===== src/rtl/wdt_pkg.sv =====
// Package: shared address map and widths for the system watchdog.
// Assumes a word-addressed register bus with a 4-bit address.
package wdt_pkg;
    localparam int ADDR_W = 4;
    localparam int DATA_W = 16;
    localparam int BYTE_W = 8;
    localparam int S1_W   = 3;
    localparam int S2_W   = 2;

    typedef enum logic [ADDR_W-1:0] {
        A_COUNT = 4'h0,
        A_TMO   = 4'h1,
        A_STAT1 = 4'h2,
        A_STAT2 = 4'h3,
        A_CTRL1 = 4'h4,
        A_CTRL2 = 4'h5,
        A_DIN   = 4'h6,
        A_DOUT  = 4'h7,
        A_SWIRQ = 4'h8,
        A_CFG   = 4'h9
    } wdt_addr_e;

    localparam logic [DATA_W-1:0] CTRL2_RST = 16'h0008;
    localparam logic [BYTE_W-1:0] SWIRQ_RST = 8'h03;
endpackage


===== src/rtl/wdt_countdown.sv =====
// Module: wdt_countdown
// Countdown counter of the watchdog. A load copies the timeout into the
// counter, with a timeout of 0 treated as 1. Each tick while running steps
// the counter down by one. Reaching the end pulses expire_o and reloads.
// Assumes: load has priority over a tick in the same cycle; a counter of 0
// (never loaded since reset) ignores ticks.
module wdt_countdown #(
    parameter int CNT_W = 10
) (
    input  logic             clk,
    input  logic             rst_n,
    input  logic             load_i,
    input  logic [CNT_W-1:0] tmo_i,
    input  logic             run_i,
    input  logic             tick_i,
    output logic [CNT_W-1:0] cnt_o,
    output logic             expire_o
);
    localparam logic [CNT_W-1:0] ONE = CNT_W'(1);

    logic [CNT_W-1:0] cnt_q;
    logic [CNT_W-1:0] tmo_eff;
    logic             step;

    // Effective reload value and the step/expiry decode.
    always_comb begin
        tmo_eff  = (tmo_i == '0) ? ONE : tmo_i;
        step     = run_i && tick_i && !load_i && (cnt_q != '0);
        expire_o = step && (cnt_q == ONE);
    end

    // Counter register: load, reload on expiry, or decrement.
    always_ff @(posedge clk) begin
        if (!rst_n) begin
            cnt_q <= '0;
        end else if (load_i) begin
            cnt_q <= tmo_eff;
        end else if (step) begin
            cnt_q <= expire_o ? tmo_eff : cnt_q - ONE;
        end
    end

    assign cnt_o = cnt_q;


    load_value_chk: assert property (@(posedge clk) disable iff (!rst_n)
        load_i |=> (cnt_q == $past(tmo_eff)));


    halt_hold_chk: assert property (@(posedge clk) disable iff (!rst_n)
        (!run_i && !load_i) |=> $stable(cnt_q));


    step_down_chk: assert property (@(posedge clk) disable iff (!rst_n)
        (run_i && tick_i && !load_i && cnt_q > ONE) |=> (cnt_q == $past(cnt_q) - ONE));
endmodule


===== src/rtl/wdt_regs.sv =====
// Module: wdt_regs
// Software-visible control storage: timeout, control-1 (halt, sticky lock),
// control-2, data-in/out bytes, IRQ-generate byte and no-reboot config.
// It also captures the strap during reset.
// Assumes: write strobes are already decoded per register by the top.
module wdt_regs #(
    parameter int TMR_W  = 10,
    parameter int DATA_W = 16,
    parameter int BYTE_W = 8
) (
    input  logic              clk,
    input  logic              rst_n,
    input  logic              strap_i,
    input  logic [DATA_W-1:0] wdata_i,
    input  logic              wr_tmo_i,
    input  logic              wr_ctrl1_i,
    input  logic              wr_ctrl2_i,
    input  logic              wr_din_i,
    input  logic              wr_dout_i,
    input  logic              wr_swirq_i,
    input  logic              wr_cfg_i,
    output logic [TMR_W-1:0]  tmo_o,
    output logic              halt_o,
    output logic              lock_o,
    output logic [DATA_W-1:0] ctrl2_o,
    output logic [BYTE_W-1:0] din_o,
    output logic [BYTE_W-1:0] dout_o,
    output logic [BYTE_W-1:0] swirq_o,
    output logic              strap_o,
    output logic              noreboot_o
);
    import wdt_pkg::*;

    logic [TMR_W-1:0]  tmo_q;
    logic              halt_q, lock_q, strap_q, sw_nrb_q;
    logic [DATA_W-1:0] ctrl2_q;
    logic [BYTE_W-1:0] din_q, dout_q, swirq_q;

    // Timeout register, masked to its implemented width.
    always_ff @(posedge clk) begin
        if (!rst_n)        tmo_q <= TMR_W'(4);
        else if (wr_tmo_i) tmo_q <= wdata_i[TMR_W-1:0];
    end

    // Control-1: halt is plain read/write, lock can only be set.
    always_ff @(posedge clk) begin
        if (!rst_n) begin
            halt_q <= 1'b0;
            lock_q <= 1'b0;
        end else if (wr_ctrl1_i) begin
            halt_q <= wdata_i[0];
            lock_q <= lock_q | wdata_i[1];
        end
    end

    // Control-2 and the byte-wide storage registers.
    always_ff @(posedge clk) begin
        if (!rst_n) begin
            ctrl2_q <= CTRL2_RST;
            din_q   <= '0;
            dout_q  <= '0;
            swirq_q <= SWIRQ_RST;
        end else begin
            if (wr_ctrl2_i) ctrl2_q <= wdata_i;
            if (wr_din_i)   din_q   <= wdata_i[BYTE_W-1:0];
            if (wr_dout_i)  dout_q  <= wdata_i[BYTE_W-1:0];
            if (wr_swirq_i) swirq_q <= wdata_i[BYTE_W-1:0];
        end
    end

    // Strap capture during reset and the software no-reboot bit.
    always_ff @(posedge clk) begin
        if (!rst_n) begin
            strap_q  <= strap_i;
            sw_nrb_q <= 1'b0;
        end else if (wr_cfg_i) begin
            sw_nrb_q <= wdata_i[0];
        end
    end

    assign tmo_o      = tmo_q;
    assign halt_o     = halt_q;
    assign lock_o     = lock_q;
    assign ctrl2_o    = ctrl2_q;
    assign din_o      = din_q;
    assign dout_o     = dout_q;
    assign swirq_o    = swirq_q;
    assign strap_o    = strap_q;
    assign noreboot_o = strap_q | sw_nrb_q;


    lock_sticky_chk: assert property (@(posedge clk) disable iff (!rst_n)
        lock_q |=> lock_q);


    strap_stable_chk: assert property (@(posedge clk) disable iff (!rst_n)
        1'b1 |=> $stable(strap_q));
endmodule


===== src/rtl/wdt_status.sv =====
// Module: wdt_status
// Two-stage status logic. Every expiry sets stage-1 timeout. An expiry that
// finds stage-1 timeout still set raises second-timeout and boot flags and,
// unless no-reboot is in force, a one-cycle reboot pulse. All bits are W1C,
// with a set winning over a clear in the same cycle.
// Assumes: expire_i is a single-cycle pulse from the countdown.
module wdt_status #(
    parameter int S1_W = 3,
    parameter int S2_W = 2
) (
    input  logic            clk,
    input  logic            rst_n,
    input  logic            expire_i,
    input  logic            set_smi_i,
    input  logic            set_int_i,
    input  logic            noreboot_i,
    input  logic            wr_s1_i,
    input  logic            wr_s2_i,
    input  logic [S1_W-1:0] clr_s1_i,
    input  logic [S2_W-1:0] clr_s2_i,
    output logic [S1_W-1:0] s1_o,
    output logic [S2_W-1:0] s2_o,
    output logic            reboot_o
);
    logic [S1_W-1:0] s1_q, s1_set, s1_clr;
    logic [S2_W-1:0] s2_q, s2_set, s2_clr;
    logic            second, reboot_q;

    // Set and clear vectors for both status registers.
    always_comb begin
        second = expire_i && s1_q[0];
        s1_set = '0;
        s1_set[0] = expire_i;
        s1_set[1] = set_smi_i;
        s1_set[2] = set_int_i;
        s2_set = second ? {S2_W{1'b1}} : '0;
        s1_clr = wr_s1_i ? clr_s1_i : '0;
        s2_clr = wr_s2_i ? clr_s2_i : '0;
    end

    // Status registers and the reboot pulse.
    always_ff @(posedge clk) begin
        if (!rst_n) begin
            s1_q     <= '0;
            s2_q     <= '0;
            reboot_q <= 1'b0;
        end else begin
            s1_q     <= (s1_q & ~s1_clr) | s1_set;
            s2_q     <= (s2_q & ~s2_clr) | s2_set;
            reboot_q <= second && !noreboot_i;
        end
    end

    assign s1_o     = s1_q;
    assign s2_o     = s2_q;
    assign reboot_o = reboot_q;


    reboot_flag_chk: assert property (@(posedge clk) disable iff (!rst_n)
        reboot_q |-> (s2_q[0] && s2_q[1]));


    reboot_pulse_chk: assert property (@(posedge clk) disable iff (!rst_n)
        reboot_q |=> !reboot_q);


    expiry_sets_chk: assert property (@(posedge clk) disable iff (!rst_n)
        expire_i |=> s1_q[0]);
endmodule


===== src/rtl/sys_watchdog.sv =====
// Module: sys_watchdog (top)
// Two-stage system watchdog. This module decodes the register bus into
// per-register strobes, wires counter, control storage and status logic,
// and builds the combinational read mux.
// Assumes: TMR_W < DATA_W; at most one write per cycle.
module sys_watchdog #(
    parameter int TMR_W = 10
) (
    input  logic        clk,
    input  logic        rst_n,
    input  logic [3:0]  bus_addr,
    input  logic        bus_wen,
    input  logic [15:0] bus_wdata,
    output logic [15:0] bus_rdata,
    input  logic        tick_i,
    input  logic        strap_i,
    output logic        irq_o,
    output logic        reboot_o
);
    import wdt_pkg::*;

    localparam int PAD_T = DATA_W - TMR_W;
    localparam int PAD_B = DATA_W - BYTE_W;

    logic              wr_cnt, wr_tmo, wr_s1, wr_s2, wr_c1, wr_c2;
    logic              wr_din, wr_dout, wr_swirq, wr_cfg;
    logic [TMR_W-1:0]  tmo, cnt;
    logic              halt, lock, strap_q, noreboot, expire;
    logic [DATA_W-1:0] ctrl2;
    logic [BYTE_W-1:0] din, dout, swirq;
    logic [S1_W-1:0]   s1;
    logic [S2_W-1:0]   s2;

    // Per-register write strobes.
    always_comb begin
        wr_cnt   = bus_wen && (bus_addr == A_COUNT);
        wr_tmo   = bus_wen && (bus_addr == A_TMO);
        wr_s1    = bus_wen && (bus_addr == A_STAT1);
        wr_s2    = bus_wen && (bus_addr == A_STAT2);
        wr_c1    = bus_wen && (bus_addr == A_CTRL1);
        wr_c2    = bus_wen && (bus_addr == A_CTRL2);
        wr_din   = bus_wen && (bus_addr == A_DIN);
        wr_dout  = bus_wen && (bus_addr == A_DOUT);
        wr_swirq = bus_wen && (bus_addr == A_SWIRQ);
        wr_cfg   = bus_wen && (bus_addr == A_CFG);
    end

    wdt_regs #(.TMR_W(TMR_W), .DATA_W(DATA_W), .BYTE_W(BYTE_W)) regs_i (
        .clk(clk), .rst_n(rst_n), .strap_i(strap_i), .wdata_i(bus_wdata),
        .wr_tmo_i(wr_tmo), .wr_ctrl1_i(wr_c1), .wr_ctrl2_i(wr_c2),
        .wr_din_i(wr_din), .wr_dout_i(wr_dout), .wr_swirq_i(wr_swirq),
        .wr_cfg_i(wr_cfg), .tmo_o(tmo), .halt_o(halt), .lock_o(lock),
        .ctrl2_o(ctrl2), .din_o(din), .dout_o(dout), .swirq_o(swirq),
        .strap_o(strap_q), .noreboot_o(noreboot)
    );

    wdt_countdown #(.CNT_W(TMR_W)) cnt_i (
        .clk(clk), .rst_n(rst_n), .load_i(wr_cnt), .tmo_i(tmo),
        .run_i(!halt), .tick_i(tick_i), .cnt_o(cnt), .expire_o(expire)
    );

    wdt_status #(.S1_W(S1_W), .S2_W(S2_W)) stat_i (
        .clk(clk), .rst_n(rst_n), .expire_i(expire),
        .set_smi_i(wr_din), .set_int_i(wr_dout), .noreboot_i(noreboot),
        .wr_s1_i(wr_s1), .wr_s2_i(wr_s2),
        .clr_s1_i(bus_wdata[S1_W-1:0]), .clr_s2_i(bus_wdata[S2_W-1:0]),
        .s1_o(s1), .s2_o(s2), .reboot_o(reboot_o)
    );

    // Combinational read mux over the address map.
    always_comb begin
        case (bus_addr)
            A_COUNT: bus_rdata = {{PAD_T{1'b0}}, cnt};
            A_TMO:   bus_rdata = {{PAD_T{1'b0}}, tmo};
            A_STAT1: bus_rdata = {{(DATA_W-S1_W){1'b0}}, s1};
            A_STAT2: bus_rdata = {{(DATA_W-S2_W){1'b0}}, s2};
            A_CTRL1: bus_rdata = {{(DATA_W-2){1'b0}}, lock, halt};
            A_CTRL2: bus_rdata = ctrl2;
            A_DIN:   bus_rdata = {{PAD_B{1'b0}}, din};
            A_DOUT:  bus_rdata = {{PAD_B{1'b0}}, dout};
            A_SWIRQ: bus_rdata = {{PAD_B{1'b0}}, swirq};
            A_CFG:   bus_rdata = {{(DATA_W-1){1'b0}}, noreboot};
            default: bus_rdata = '0;
        endcase
    end

    assign irq_o = |s1;


    strap_blocks_chk: assert property (@(posedge clk) disable iff (!rst_n)
        strap_q |-> !reboot_o);
endmodule


===== config.mk =====
export PLATFORM = sky130hd
export DESIGN_NAME = sys_watchdog
export DESIGN_NICKNAME = d
export VERILOG_FILES = /design/src/rtl/wdt_pkg.sv /design/src/rtl/wdt_countdown.sv /design/src/rtl/wdt_regs.sv /design/src/rtl/wdt_status.sv /design/src/rtl/sys_watchdog.sv
export SDC_FILE = /design/constraint.sdc
export NUM_CORES = 1
export LEC_CHECK = 0
export BUFFER_PORTS_ARGS = -buffer_cell sky130_fd_sc_hd__buf_2
export CELL_PAD_IN_SITES_DETAIL_PLACEMENT = 1
export CELL_PAD_IN_SITES_GLOBAL_PLACEMENT = 1
export CORE_ASPECT_RATIO = 0.7
export CORE_MARGIN = 3
export CORE_UTILIZATION = 48
export CTS_BUF_LIST = sky130_fd_sc_hd__clkbuf_4
export DETAILED_ROUTE_END_ITERATION = 12
export PLACE_DENSITY = 0.84
export RECOVER_POWER = 25
export SYNTH_ARGS = -nofsm -noshare
export SYNTH_HDL_FRONTEND = slang
export SYNTH_SLANG_ARGS = --single-unit

===== constraint.sdc =====
create_clock -name clk -period 3.8 [get_ports clk]
set_input_delay 0.19 -clock clk [delete_from_list [all_inputs] [get_ports clk]]
set_output_delay 0.19 -clock clk [all_outputs]
set_load 0.005 [all_outputs]

# After elaboration in Yosys (flattened, before gate mapping)
# Cells that the tools add are included.
[totals] regBits=70 in_bits=25 output_inout_bits=18 wordCells=64
[op_classes] n_addsub=1 n_eq_ne=10 muxes=8 n_bitwise=8 n_reduce_logical=24
[op_table] op="16-bit case mux with 10 select lines" count=1
[op_table] op="10-bit 2-to-1 mux" count=4
[op_table] op="4-bit by 3-bit equality test with 1-bit output, second input constant" count=4
[op_table] op="1-bit logical AND" count=16
[op_table] op="10-bit by 1-bit equality test with 1-bit output, second input constant" count=1
[op_table] op="10-bit logical NOT" count=1
[op_table] op="10-bit nonzero test" count=1
[op_table] op="10-bit by 1-bit subtractor with 10-bit output, second input constant" count=1
[op_table] op="4-bit by 2-bit equality test with 1-bit output, second input constant" count=2
[op_table] op="4-bit equality test, second input constant" count=2
[op_table] op="4-bit by 1-bit equality test with 1-bit output, second input constant" count=1
[op_table] op="4-bit logical NOT" count=1
[op_table] op="2-bit 2-to-1 mux" count=2
[op_table] op="3-bit bitwise AND" count=1
[op_table] op="1-bit logical NOT" count=3
[op_table] op="3-bit 2-to-1 mux" count=1
[op_table] op="3-bit inverter" count=1
[op_table] op="3-bit bitwise OR" count=1
[op_table] op="3-bit OR reduction" count=1
[op_table] op="2-bit bitwise AND" count=1
[op_table] op="2-bit inverter" count=1
[op_table] op="1-bit bitwise OR" count=2
[op_table] op="2-bit bitwise OR" count=1
[op_table] op="2-bit nonzero test" count=1

# Logic depth before layout (Yosys ltp)
# Gate-level depths: netlist (run 1).
[logic_depth] depth_word=9 ltp_mapped=9 depth_no_buf=7

# Cells and area by module
# A second synthesis (run 1) with hierarchy kept.
[unflattened] cells_unflattened=419 area_unflattened_um2=3743.6
[modules_own_cells] mod="wdt_regs" n_inst=1 cells_each=173 area_each_um2=1904.3 seq_area_each_um2=1091.0
[modules_own_cells] mod="sys_watchdog" n_inst=1 cells_each=126 area_each_um2=870.8 seq_area_each_um2=0.0
[modules_own_cells] mod="wdt_countdown" n_inst=1 cells_each=99 area_each_um2=760.7 seq_area_each_um2=200.2
[modules_own_cells] mod="wdt_status" n_inst=1 cells_each=21 area_each_um2=207.7 seq_area_each_um2=120.1

# Least setup slack after synthesis (run 1)
# No wires, ideal clock.
[synth_path] path_type="reg2reg" start="register cnt_i.cnt_q[0] (netlist: cnt_i.cnt_o[0])" end="register cnt_i.cnt_q[7] (netlist: cnt_i.cnt_o[7])" setup_time_ps=116 arrival_time_ps=1837 required_time_ps=3684 path_slack_ps=1847 stages_incl_launch_ff=9 path_buffers=1 period_less_slack_ps=1953 path_cell_list="dfxtp_1 > inv_1 > ha_1 > nor4bb_1 > nand3_2 > and2_4 > buf_6 > a221o_1 > o211a_1"
[synth_via] elab_chain_len=6 word_cells_on_any_way=9 cone_classes="1 x add/sub; 1 x eq/ne; 3 x mux; 4 x reduce/logical"
[synth_rtl] element="from (decl)" line="wdt_countdown.sv:21" text="logic [CNT_W-1:0] cnt_q;"
[synth_rtl] element="from (signal assigned)" line="wdt_countdown.sv:37" text="cnt_q <= tmo_eff;"
[synth_rtl] element="from (signal assigned)" line="wdt_countdown.sv:39" text="cnt_q <= expire_o ? tmo_eff : cnt_q - ONE;"
[synth_rtl] element="parallel branches: the longest is 6 deep, another holds 10-bit by 1-bit subtractor with 10-bit output"
# Several ways; the timed one is not identified. The select of a mux whose other input is x is not followed.
# A chain may end at the register's enable or synchronous reset.

# Worst setup path in the final report (run 1)
[layout_path] start="register cnt_i.cnt_q[0] (netlist: cnt_i.cnt_o[0])" end="register cnt_i.cnt_q[8] (netlist: cnt_i.cnt_o[8])"
# Same word-level chain as after synthesis.

==> results of run 1 <==
==> repair_timing <==
action,4_1_cts,5_1_grt
hold buffers,6,0
endpoints found under the hold margin,6,0
gates resized for setup,0,0
setup buffers,0,0
==> where the power goes <==
group	switching (uW)	internal, uW
combinational	322	225
clock	293	268
sequential	103	791
==> sequential cells by signal, summed over array words and instances, names as in the netlist <==
register         count
regs_i.swirq_o       8
regs_i.din_o         8
cnt_i.cnt_o         10
regs_i.strap_o       1
stat_i.s1_o          3
regs_i.tmo_o        10
regs_i.ctrl2_o      16
regs_i.sw_nrb_q      1
regs_i.lock_o        1
stat_i.reboot_o      1
regs_i.dout_o        8
regs_i.halt_o        1
stat_i.s2_o          2
==> per-layer routing <==
metal	up-vias	global-route usage, %	share of wire (%)	routed length (um)
li1	1519	-	-	-
met1	1600	35.6	43	4500
met2	137	43.3	48	5090
met3	18	6.52	7.9	833
met4	0	8.54	1.5	163
met5	-	0	0	0
==> path summary, 6_finish.rpt <==
check / start / slack (ns) / endpoint / cells after the start
setup / recovery: cnt_i.cnt_o[0]$_SDFFE_PN0P_ / 1.56 / cnt_i.cnt_o[8]$_SDFFE_PN0P_ / 6
hold / removal: bus_wdata[9] / 0.007 / regs_i.ctrl2_o[9]$_SDFFE_PN0P_ / 3
setup reg to reg: cnt_i.cnt_o[0]$_SDFFE_PN0P_ / 1.56 / cnt_i.cnt_o[8]$_SDFFE_PN0P_ / 6
hold reg to reg: regs_i.strap_o$_DFFE_PN_ / 0.45 / stat_i.reboot_o$_SDFF_PN0_ / 1
==> through the flow <==
stage	util [%]	setup slack (ns)	hold WS (ns)	cells
final	58.8	1.56	0.00651	538
after global routing	58.8	1.35	0.00554	538
after CTS	58.9	1.59	0.00150	538
after detailed placement	55.4	1.63	0.371	516
after global placement	55.4	1.69	0.368	516
after floorplan	-	1.85	0.289	408
==> worst min-delay path, delay by kind of cell <==
family / cells / cell delay [ns]
AND/OR/NAND/NOR: 1 / 0.05
AO/OA/AOI/OAI: 1 / 0.05
buffers and inverters: 1 / 0.11
==> cells by family after synthesis <==
group	Yosys count	share of synthesized area [%]
adders and majority gates	3	1.12
muxes	29	8.93
DFF	70	42.0
xor gates and xnor gates	1	0.261
AOI/OAI and AO/OA	86	16.4
buffers and inverters	34	4.32
and+or+nand+nor	185	27.0
==> cells in the final DEF (no fill, tap or decap), types with 3 or more instances in the layout <==
| master | n |
|---|---|
| inv_1 | 6 |
| o21ai_0 | 6 |
| and2_1 | 8 |
| a221o_1 | 3 |
| clkbuf_4 | 9 |
| nor3_1 | 3 |
| clkinv_4 | 3 |
| a222oi_1 | 7 |
| nor2_1 | 28 |
| nand2b_1 | 4 |
| buf_2 | 40 |
| dfxtp_1 | 69 |
| mux2_2 | 8 |
| nand3_1 | 39 |
| dlygate4sd3_1 | 6 |
| mux2i_1 | 21 |
| a31oi_1 | 3 |
| a22oi_1 | 11 |
| a21oi_1 | 41 |
| o22ai_1 | 5 |
| buf_4 | 3 |
| nand2_1 | 78 |
| ha_1 | 3 |
==> layout make-up <==
class	count	area [um2]
Multi-Input combinational cell	304	1810
Inverter	6	22.5
Sequential cell	70	1410
Clock inverter	7	98.8
Fill cell	816	2670
Tap cell	91	114
Timing Repair Buffer	51	290
Clock buffer	9	67.6
==> results.ini, run 1 <==
[drt]
drt_iter0_drc = 215
drc = 0
wirelength_mm = 10.6
first_pass_iters = 5
via_count = 3274
postRouteAntennaNets = 0
avgRoutedWirePerCell_um = 19.7
via_per_inst = 6.09

[critical_path]
crit_chain = inv_1 -> ha_1 -> and3_1 -> o21ai_0 -> nand2_1 -> o22ai_1
critPathKind = reg2reg
critPathSlowestCell = o21ai_0
cp_max_fo = 7
cp_top_family = compound AO/OA/AOI/OAI gates
cp.buffers_inverters = 1
worstPathRequired_ns = 4.16
arrival_ns = 2.60
end_kind = register
slowest_delay_ns = 0.56
worstSetupStartpointType = register

[die]
ioPinCount = 43
fp.coreArea_mm2 = 0.00649
placementRows = 24
start_util_pct = 51.8
die_w_um = 106
die_y_um = 76.0
die-area_mm2 = 0.00806

[placed_design]
gp_congestion = 0.847
port_buffers = 42
hpwl_mm = 7.09
place_area_mm2 = 0.00359

[grt]
grt_max_degree = 56
grt_usage_pct = 26.9
grt_pass1_wl_mm = 17.2
antenna_found_initial = 0
first_global_vias = 3304
gr-total-overflow = 0

[logic_synthesis]
yosysMostFrequentCell = nand2_1
synth-seq-cells = 70
yosysSeqAreaShare_pct = 42.0
syn_inst = 408
synth_top_area_share_pct = 41.1
synth_area_leader_cell = dfxtp_1
synth_enable_flop_cells = 1
yosysUniqueCellTypes = 52
synthArstFlopShare_pct = 0
synth_common_cells = 78 x nand2_1, 69 x dfxtp_1, 41 x a21oi_1, 39 x nand3_1, 28 x nor2_1
syn_avg_cell_area_um2 = 8.24
ys_warn_count = 0
syn_area_mm2 = 0.00336
synth_nets = 436
synth_area_leaders = dfxtp_1 41%, nand2_1 8.7%, mux2i_1 6.3%, a21oi_1 6.1%, nand3_1 5.8%
ys.flop_type = dfxtp_1

[final_layout]
stdcell_area_mm2 = 0.00381
nNetsFinal = 470
num_antenna_cells = 0
drive_gt1_share_pct = 17.4
areaGrowthSynthToFinish_pct = 13.5

[power]
p_leak_uw = 0.00156
vdd_drop_max_mv = 0.246
p_per_area_mw_per_mm2 = 525
total_power_uw = 2000

[cts]
numCtsBuffers = 9
clk_pin_slew_ns = 0.13
clk_latency_ns = 0.44
cts_max_level = 3
clock_sinks = 70
cts_tree = yes
cts_max_path_buffers = 2
clock-root-buffer = clkbuf_4

[outcome]
run_status = finished, violations left
violations = max-capacitance violations, max-slew violations

[timing]
finalMaxSlewViolations = 56
setup_tns_ns = 0
hold_violations = 0
period_share_pct = 58.9
tightestPinTransition_ns = 1.77
finalClockSkew_ns = 0.0152
finalCriticalPeriod_ns = 2.24
relSlewSlack_pct = -18.1
final-setup-viol-count = 0
max_freq_ghz = 0.447
rsz0062_at_grt = no

[min_path]
hold_class = in2reg

[flow_run]
maxCapViolations = 1

No activity file was read; power rests on OpenSTA's default activity.
==> run 2, diff against run 1 <==
Settings changed: CORE_UTILIZATION 48 to 40, PLACE_DENSITY 0.84 to 0.74.
Clock period 3.8 ns to 1.93 ns, I/O delays scaled along.
==> run 2 against run 1 <==
Effect of this change: the flow now finishes without violations; setup slack worse by 1.5 ns; die area grew 19%; register-to-register slack worse by 1.5 ns; routed wire length up 4.8%; first-iteration DRC count fell by 1.4%; clock-buffer cell count increased by 1; power grew 94%; core utilization decreased by 6.4 points; sequential power grew 88%; critical path depth shrank 1; sequential cell count did not move.
==> results.ini, run 2 (synthesized netlist as in run 1, its figures left out) <==
[cts]
clock_sinks = 70  ; unchanged
cts_max_level = 3  ; unchanged
cts_tree = yes  ; unchanged
clk_pin_slew_ns = 0.11  ; was 0.13 ns
clock-root-buffer = clkbuf_4  ; unchanged
cts_max_path_buffers = 2  ; unchanged
numCtsBuffers = 9  ; unchanged
clk_latency_ns = 0.44  ; about the same

[final_layout]
stdcell_area_mm2 = 0.00419  ; was 0.00381 mm2
final_common_cell = nand2_1  ; unchanged
areaGrowthSynthToFinish_pct = 24.7  ; was 13.5%
layout_common_cells = 78 x nand2_1, 67 x dfxtp_1, 40 x a21oi_1, 40 x buf_2, 39 x nand3_1  ; was 78 x nand2_1, 69 x dfxtp_1, 41 x a21oi_1
drive_gt1_share_pct = 23.3  ; was 17.4%
num_antenna_cells = 0  ; unchanged
nNetsFinal = 513  ; was 470
final_cells = 591  ; was 538
largest_reg_flops = 16  ; unchanged

[power]
p_leak_uw = 0.00174  ; was 0.00156 uW
vdd_drop_max_mv = 0.392  ; was 0.246 mV
total_power_uw = 3880  ; was 2000 uW
p_per_area_mw_per_mm2 = 926  ; was 525 mW/mm2

[critical_path]
arrival_ns = 2.22  ; was 2.60 ns
regToRegEndpoint = cnt_i.cnt_o[7]$_SDFFE_PN0P_  ; was cnt_i.cnt_o[8]$_SDFFE_PN0P_
timing.rr.start = regs_i.tmo_o[0]$_SDFFE_PN0P_  ; was cnt_i.cnt_o[0]$_SDFFE_PN0P_
worstSetupStartpointType = register  ; unchanged
critPathSlowestCell = or4_4  ; was o21ai_0
crit_chain = or4_4 -> nor4_4 -> a21oi_4 -> a221o_1 -> o211a_1  ; was inv_1 -> ha_1 -> and3_1 -> o21ai_0 -> nand2_1 -> o22ai_1
r2r_slack_ns = 0.05  ; was 1.56 ns
end_kind = register  ; unchanged
cp_max_fo = 4  ; was 7
worstPathRequired_ns = 2.28  ; was 4.16 ns
r2r_cells = 5  ; was 6
critPathKind = reg2reg  ; unchanged
slowest_delay_ns = 0.56  ; about the same

[placed_design]
gp_congestion = 0.885  ; was 0.847
place_ws_ns = -0.0593  ; was 1.63 ns
hpwl_mm = 7.86  ; was 7.09 mm
port_buffers = 42  ; unchanged
place_area_mm2 = 0.00383  ; was 0.00359 mm2
place_inst = 554  ; was 516

[flow_run]
maxCapViolations = 0  ; was 1

[min_path]
min_from = bus_wen  ; was bus_wdata[9]
hold-path-endpoint = regs_i.swirq_o[1]$_SDFFE_PN1P_  ; was regs_i.ctrl2_o[9]$_SDFFE_PN0P_
hold_class = in2reg  ; unchanged
worstHoldPathCells = 3  ; unchanged

[timing]
max_freq_ghz = 0.532  ; was 0.447 GHz
relSlewSlack_pct = 28.1  ; was -18.1%
finalClockSkew_ns = 0.00708  ; was 0.0152 ns
finalCriticalPeriod_ns = 1.88  ; was 2.24 ns
tightestPinTransition_ns = 1.08  ; was 1.77 ns
final-setup-viol-count = 0  ; unchanged
period_share_pct = 97.3  ; was 58.9%
hold_violations = 0  ; unchanged
finalMaxSlewViolations = 0  ; was 56
final.setup.worst_slack_ns = 0.0516  ; was 1.56 ns

[outcome]
run_status = finished clean  ; was finished, violations left

[die]
die_y_um = 82.7  ; was 76.0 um
die_w_um = 116  ; was 106 um
ioPinCount = 43  ; unchanged
start_util_pct = 42.0  ; was 51.8%
fp.coreArea_mm2 = 0.00801  ; was 0.00649 mm2
placementRows = 27  ; was 24
die-area_mm2 = 0.00956  ; was 0.00806 mm2

[drt]
avgRoutedWirePerCell_um = 18.8  ; was 19.7 um
drc = 0  ; unchanged
wirelength_mm = 11.1  ; was 10.6 mm
via_per_inst = 5.68  ; was 6.09
via_count = 3356  ; was 3,274
first_pass_iters = 5  ; unchanged
postRouteAntennaNets = 0  ; unchanged
drt_iter0_drc = 212  ; was 215

[grt]
grt_usage_pct = 24.7  ; was 26.9%
antenna_found_initial = 0  ; unchanged
grt_pass1_wl_mm = 18.0  ; was 17.2 mm
grt_max_degree = 30  ; was 56
first_global_vias = 3462  ; was 3,304
gr-total-overflow = 0  ; unchanged

run 2: metrics by stage:
stage	hold WS, ns	util, %	setup TNS (ns)
final	0.0434	52.4	0
after global routing	0.0487	52.4	-0.00117
after CTS	0.00421	51.7	0
after detailed placement	0.279	47.8	-0.114
after global placement	0.277	47.8	0
after floorplan	0.195	-	0
run 2: area by class of cell:
cell class / count / area (um2)
fillers: 991 / 3810
multi-input cells: 305 / 1880
flip-flops and latches: 70 / 1410
repair buffers: 93 / 648
well taps: 101 / 126
clock buffers: 10 / 75.1
clock inverters: 6 / 28.8
inverters: 6 / 22.5
run 2: how the worst max path moves through the flow:
stage                                  endpoint  slack, ns  cells past startpoint                    startpoint
floorplan           cnt_i.cnt_o[7]$_SDFFE_PN0P_       0.01                      8   cnt_i.cnt_o[1]$_SDFFE_PN0P_
global placement    cnt_i.cnt_o[0]$_SDFFE_PN0P_       0.04                      8   cnt_i.cnt_o[0]$_SDFFE_PN0P_
detailed placement  cnt_i.cnt_o[0]$_SDFFE_PN0P_      -0.06                      8   cnt_i.cnt_o[1]$_SDFFE_PN0P_
CTS                 cnt_i.cnt_o[1]$_SDFFE_PN0P_      0.002                      6   cnt_i.cnt_o[1]$_SDFFE_PN0P_
global route        cnt_i.cnt_o[7]$_SDFFE_PN0P_     -0.001                      5  regs_i.tmo_o[1]$_SDFFE_PN0P_
finish              cnt_i.cnt_o[7]$_SDFFE_PN0P_       0.05                      5  regs_i.tmo_o[0]$_SDFFE_PN0P_
run 2: power by group:
group	total, uW	internal [uW]	switching [uW]	leakage, uW
logic	1410	622	790	0.00112
clock network	790	262	528	0.0000587
registers	1680	1560	119	0.000569
run 2: repair_timing:
item,4_1_cts,5_1_grt
pin swaps,0,3
resized for setup,2,11
cloned,0,1
setup endpoints to repair,3,12
buffers inserted,2,1
hold buffers,17,0
hold endpoints to repair,45,0
run 2: layer usage:
layer | part of all wire (%) | track usage [%] | vias up
li1 | - | - | 1609
met1 | 47 | 32.8 | 1650
met2 | 47 | 40.6 | 85
met3 | 4.8 | 5.54 | 12
met4 | 1.2 | 6.80 | 0
met5 | 0 | 0 | -
run 2: critical path: cells and delay by family (launching register included):
family | cells | cell delay, ns
and+or+nand+nor | 2 | 0.87
DFF | 1 | 0.36
AOI/OAI and AO/OA | 3 | 0.55
